## config.mk

```make
export PLATFORM = sky130hd
export DESIGN_NAME = e1ais_detector
export DESIGN_NICKNAME = d
export VERILOG_FILES = /design/src/rtl/e1ais_pkg.sv /design/src/rtl/e1ais_bit_timer.sv /design/src/rtl/e1ais_zero_tally.sv /design/src/rtl/e1ais_alarm_fsm.sv /design/src/rtl/e1ais_detector.sv
export SDC_FILE = /design/constraint.sdc
export NUM_CORES = 1
export LEC_CHECK = 0
export BUFFER_PORTS_ARGS = -buffer_cell sky130_fd_sc_hd__clkbuf_2
export CELL_PAD_IN_SITES_DETAIL_PLACEMENT = 0
export CELL_PAD_IN_SITES_GLOBAL_PLACEMENT = 1
export CORE_MARGIN = 10
export CORE_UTILIZATION = 43
export DETAILED_ROUTE_END_ITERATION = 6
export GPL_TIMING_DRIVEN = 0
export HOLD_SLACK_MARGIN = 0.03
export PLACE_DENSITY_LB_ADDON = 0.12
export SLEW_MARGIN = 0
export SYNTH_ARGS = -nofsm -noshare
export SYNTH_HDL_FRONTEND = slang
export SYNTH_HIERARCHICAL = 1
export SYNTH_SLANG_ARGS = --single-unit
export TNS_END_PERCENT = 1
```

## constraint.sdc

```tcl
create_clock -name clk -period 3.41 [get_ports clk]
set_input_delay 0.682 -clock clk [delete_from_list [all_inputs] [get_ports clk]]
set_output_delay 0.682 -clock clk [all_outputs]
set_load 0.005 [all_outputs]
```

## src/rtl/e1ais_pkg.sv

```systemverilog
package e1ais_pkg;

  // Outcome of a block-end evaluation.
  typedef enum logic [1:0] {
    EV_NONE  = 2'd0,
    EV_SET   = 2'd1,
    EV_CLEAR = 2'd2
  } ais_event_e;

  function automatic int cnt_width(input int max_val);
    return (max_val < 2) ? 1 : $clog2(max_val + 1);
  endfunction

endpackage

```

## src/rtl/e1ais_bit_timer.sv

```systemverilog
module e1ais_bit_timer #(
  parameter int PERIOD_BITS = 512
) (
  input  logic clk,
  input  logic rst,
  input  logic bit_en,
  output logic block_end
);
  localparam int PW = (PERIOD_BITS < 2) ? 1 : $clog2(PERIOD_BITS);
  localparam logic [PW-1:0] LAST = PW'(PERIOD_BITS - 1);

  logic [PW-1:0] pos_q;

  assign block_end = bit_en && (pos_q == LAST);

  always_ff @(posedge clk) begin
    if (rst) begin
      pos_q <= '0;
    end else if (bit_en) begin
      if (pos_q == LAST) pos_q <= '0;
      else               pos_q <= pos_q + PW'(1);
    end
  end

  AST_POS_IN_RANGE: assert property (@(posedge clk) disable iff (rst)
    pos_q <= LAST);
  AST_POS_FROZEN_IDLE: assert property (@(posedge clk) disable iff (rst)
    !bit_en |=> $stable(pos_q));

endmodule

```

## src/rtl/e1ais_zero_tally.sv

```systemverilog
module e1ais_zero_tally #(
  parameter int ZERO_MIN = 3
) (
  input  logic clk,
  input  logic rst,
  input  logic bit_en,
  input  logic rx_bit,
  input  logic block_end,
  output logic cur_deficient
);
  localparam int CW = e1ais_pkg::cnt_width(ZERO_MIN);
  localparam logic [CW-1:0] LIM = CW'(ZERO_MIN);

  logic [CW-1:0] cnt_q;
  logic [CW-1:0] cnt_incl;

  // Count including the bit arriving in this cycle, saturated at LIM.
  always_comb begin
    cnt_incl = cnt_q;
    if (bit_en && !rx_bit && (cnt_q < LIM)) cnt_incl = cnt_q + CW'(1);
  end

  assign cur_deficient = (cnt_incl < LIM);

  always_ff @(posedge clk) begin
    if (rst || block_end) cnt_q <= '0;
    else                  cnt_q <= cnt_incl;
  end

  AST_ZCNT_SATURATES: assert property (@(posedge clk) disable iff (rst)
    cnt_q <= LIM);
  AST_ZCNT_IDLE_HOLD: assert property (@(posedge clk) disable iff (rst)
    !bit_en |=> $stable(cnt_q));

endmodule

```

## src/rtl/e1ais_alarm_fsm.sv

```systemverilog
module e1ais_alarm_fsm (
  input  logic clk,
  input  logic rst,
  input  logic block_end,
  input  logic cur_deficient,
  output logic ais,
  output logic ais_change
);
  import e1ais_pkg::*;

  logic       hist_valid_q;
  logic       prev_def_q;
  logic       ais_q;
  logic       chg_q;
  ais_event_e ev;

  always_comb begin
    ev = EV_NONE;
    if (block_end && hist_valid_q) begin
      if (prev_def_q && cur_deficient && !ais_q)        ev = EV_SET;
      else if (!prev_def_q && !cur_deficient && ais_q)  ev = EV_CLEAR;
    end
  end

  always_ff @(posedge clk) begin
    if (rst) begin
      hist_valid_q <= 1'b0;
      prev_def_q   <= 1'b0;
      ais_q        <= 1'b0;
      chg_q        <= 1'b0;
    end else begin
      chg_q <= (ev != EV_NONE);
      if (block_end) begin
        hist_valid_q <= 1'b1;
        prev_def_q   <= cur_deficient;
      end
      case (ev)
        EV_SET:   ais_q <= 1'b1;
        EV_CLEAR: ais_q <= 1'b0;
        default:  ais_q <= ais_q;
      endcase
    end
  end

  assign ais        = ais_q;
  assign ais_change = chg_q;

  AST_SET_AFTER_TWO_SHORT: assert property (@(posedge clk) disable iff (rst)
    (block_end && hist_valid_q && prev_def_q && cur_deficient) |=> ais_q);
  AST_CLEAR_AFTER_TWO_OK: assert property (@(posedge clk) disable iff (rst)
    (block_end && hist_valid_q && !prev_def_q && !cur_deficient) |=> !ais_q);
  AST_MIXED_PAIR_HOLDS: assert property (@(posedge clk) disable iff (rst)
    (block_end && (prev_def_q != cur_deficient)) |=> $stable(ais_q));
  AST_QUIET_BETWEEN_ENDS: assert property (@(posedge clk) disable iff (rst)
    !block_end |=> $stable(ais_q));
  AST_PULSE_ON_CHANGE: assert property (@(posedge clk) disable iff (rst)
    (ais_q != $past(ais_q)) |-> chg_q);
  AST_PULSE_ONLY_ON_CHANGE: assert property (@(posedge clk) disable iff (rst)
    chg_q |-> (ais_q != $past(ais_q)));
  AST_FIRST_BLOCK_NO_EFFECT: assert property (@(posedge clk) disable iff (rst)
    (block_end && !hist_valid_q) |=> !chg_q);

endmodule

```

## src/rtl/e1ais_detector.sv

```systemverilog
module e1ais_detector #(
  parameter int PERIOD_BITS = 512,
  parameter int ZERO_MIN    = 3
) (
  input  logic clk,
  input  logic rst,
  input  logic bit_en,
  input  logic rx_bit,
  output logic ais_o,
  output logic ais_change_o
);
  logic block_end;
  logic cur_deficient;

  e1ais_bit_timer #(.PERIOD_BITS(PERIOD_BITS)) timer_i (
    .clk       (clk),
    .rst       (rst),
    .bit_en    (bit_en),
    .block_end (block_end)
  );

  e1ais_zero_tally #(.ZERO_MIN(ZERO_MIN)) tally_i (
    .clk           (clk),
    .rst           (rst),
    .bit_en        (bit_en),
    .rx_bit        (rx_bit),
    .block_end     (block_end),
    .cur_deficient (cur_deficient)
  );

  e1ais_alarm_fsm fsm_i (
    .clk           (clk),
    .rst           (rst),
    .block_end     (block_end),
    .cur_deficient (cur_deficient),
    .ais           (ais_o),
    .ais_change    (ais_change_o)
  );

  AST_RESET_CLEARS: assert property (@(posedge clk)
    rst |=> (!ais_o && !ais_change_o));

endmodule

```

==> reports/qor.yml <==
status: "finished clean"
syn-cell-area_sq_um: 767
crit_type: "reg -> reg"
clock_latency_ns: 0.27
cp_max_fo: 8
ys_top_cells_by_area: "dfxtp_1 (39%), ha_1 (9.8%), nor2_1 (6.4%)"
p_leak_nw: 0.326
initial_core_util_pct: 44.9
synth_warnings: 6
grt_pass1_vias: 478
power_density_mw_per_mm2: 359
wl_mm: 1.30
cp.arrival_ns: 2.83
drt-wirelength-per-cell_um: 11.5
fin_ws_ns: 0.780
rsz0062_at_grt: "no"
grt_max_degree: 13
grt_pass1_wl_mm: 2.24
hold_violations: 0
fp.dieW_um: 62.2
drive_gt1_share_pct: 19.3
hpwl_um: 945
yosys-top-cells-count: "dfxtp_1 (15), nor2_1 (13), ha_1 (6), nand2_1 (6), mux2i_1 (4)"
final_antenna_net_count: 0
synthFlopType: "dfxtp_1"
hold_path_depth: 2
synth.most_common_cell: "dfxtp_1"
relSlewSlack_pct: 79.0
synth_cell_type_count: 29
route.detailed.drc: 0
fin_skew_ns: 0.000915
cts-root-buf: "clkbuf_4"
drt_iter0_drc: 19
diodes: 0
setup_viol: 0
tightest_slew_ns: 0.315
fin_crit_sh_pct: 77.1
tns_ns: 0
synth-async-reset-ratio_pct: 0
nets: 99
area_growth_pct: 10.8
syn_nets: 89
overflow: 0
period_minus_slack_ns: 2.63
synth_top_area_share_pct: 39.2
r2r_cells: 9
netlist_instances: 79
final_max_slew_viol_count: 0
numCtsBuffers: 3
yosysSeqAreaShare_pct: 39.2
hold_class: "reg -> reg"
ctsResizeCount: 0
via_per_inst: 5.04
track_usage_pct: 7.13
ir_drop_mv: 0.200
cts_tree: "yes"
io_buffers: 5
hold_buffers: 0
cts_htree_levels: 1
cp-start-kind: "flop"
vias: 570
clock_path_buffers: 2
numClockSinks: 15
synth-edff-count: 0
fp.dieH_um: 62.2
yosysTopAreaCell: "dfxtp_1"
fmaxAchievable_mhz: 380
die-area_sq_mm: 0.00387
place.gp.congestion: 0.712
synth_seq_cells: 15
num_rows: 15
fillCellCount: 167
antenna_found_initial: 0
post-place-ws_ns: 0.798
required_ns: 3.61
io_pins: 6
core_area_sq_mm: 0.00171
synth.avg_cell_area_sq_um: 9.71
maxCapViolations: 0
post_cts_buffers: 0
end_kind: "flop"
dr.pass1.iters: 4
clk_pin_slew_ns: 0.08
[sequential cells by signal (all words and copies together) (netlist names)]
register / count
timer_i/pos_q: 9
tally_i/cnt_q: 2
fsm_i/ais: 1
fsm_i/ais_change: 1
fsm_i/hist_valid_q: 1
fsm_i/prev_def_q: 1
[per-layer routing]
metal	wire length, um	part of all wire [%]	up-vias	GRT usage, %
met5	0	0	-	0
met4	12	0.92	0	4.29
met3	58	4.5	2	3.23
met2	549	42	11	9.10
met1	678	52	257	9.33
li1	-	-	300	-
[placed cells by master, fill, tap and decap left out, drive strengths merged]
cell type  synthesis  final
ha                 6      6
nor3               1      1
a211oi             1      1
o31a               1      1
a21oi              3      3
dfxtp             15     15
nand3              1      1
nor4               1      1
nand4              3      3
mux2               3      3
or4b               1      1
mux2i              4      4
nand2              7      7
nor4b              1      1
buf                2      2
nand2b             1      1
o21ai              2      2
or2                1      1
nor3b              4      4
clkbuf             0      9
xor2               3      3
o21a               1      1
nor2              13     13
and2               1      1
or3                3      3
[final timing paths]
path	end	start	slack [ns]
worst max-delay path	fsm_i/ais	timer_i/pos_q[0]	0.78
worst max register to register	fsm_i/ais	timer_i/pos_q[0]	0.78
worst min-delay path	fsm_i/hist_valid_q	fsm_i/hist_valid_q	0.48
worst min register to register	fsm_i/hist_valid_q	fsm_i/hist_valid_q	0.48
[power breakdown]
part           leakage, nW  switching, mW  internal, mW
logic                0.190         0.0115        0.0122
registers            0.121        0.00446         0.179
clock network       0.0150         0.0529        0.0453
[stage by stage]
step / cells / hold slack [ns] / power [mW] / cell area, sq um / utilization (%)
after global routing: 113 / 0.522 / 0.326 / 850 / 49.7
after floorplan: 79 / 0.454 / 0.204 / 767 / -
after detailed placement: 109 / 0.474 / 0.211 / 823 / 48.2
after CTS: 113 / 0.488 / 0.312 / 850 / 49.7
final: 113 / 0.484 / 0.305 / 850 / 49.7
after global placement: 109 / 0.468 / 0.211 / 823 / 48.2
[layout make-up]
type | instances | area (sq um) | area share, %
Sequential cell | 15 | 300 | 35.3
Timing Repair Buffer | 5 | 25.0 | 2.95
Buffer | 2 | 16.3 | 1.91
Clock buffer | 4 | 26.3 | 3.09
Multi-Input combinational cell | 62 | 450 | 53.0
Tap cell | 25 | 31.3 | 3.68
[critical path: stages (launching register included)]
cell,delay [ns]
dfxtp_1,0.42
ha_1,0.22
nand4_1,0.16
nor2_1,0.19
ha_1,0.16
and2_1,0.31
nand2_2,0.10
or3_2,0.48
ha_1,0.32
a211oi_1,0.19
[cell families after synthesis]
family	synth area share, %
AOI/OAI and AO/OA	6.36
xor gates and xnor gates	3.43
adders and majority gates	9.79
buffers and inverters	2.12
DFF	39.2
muxes	9.62
and+or+nand+nor	29.5
Power figures use the tool's default switching activity.
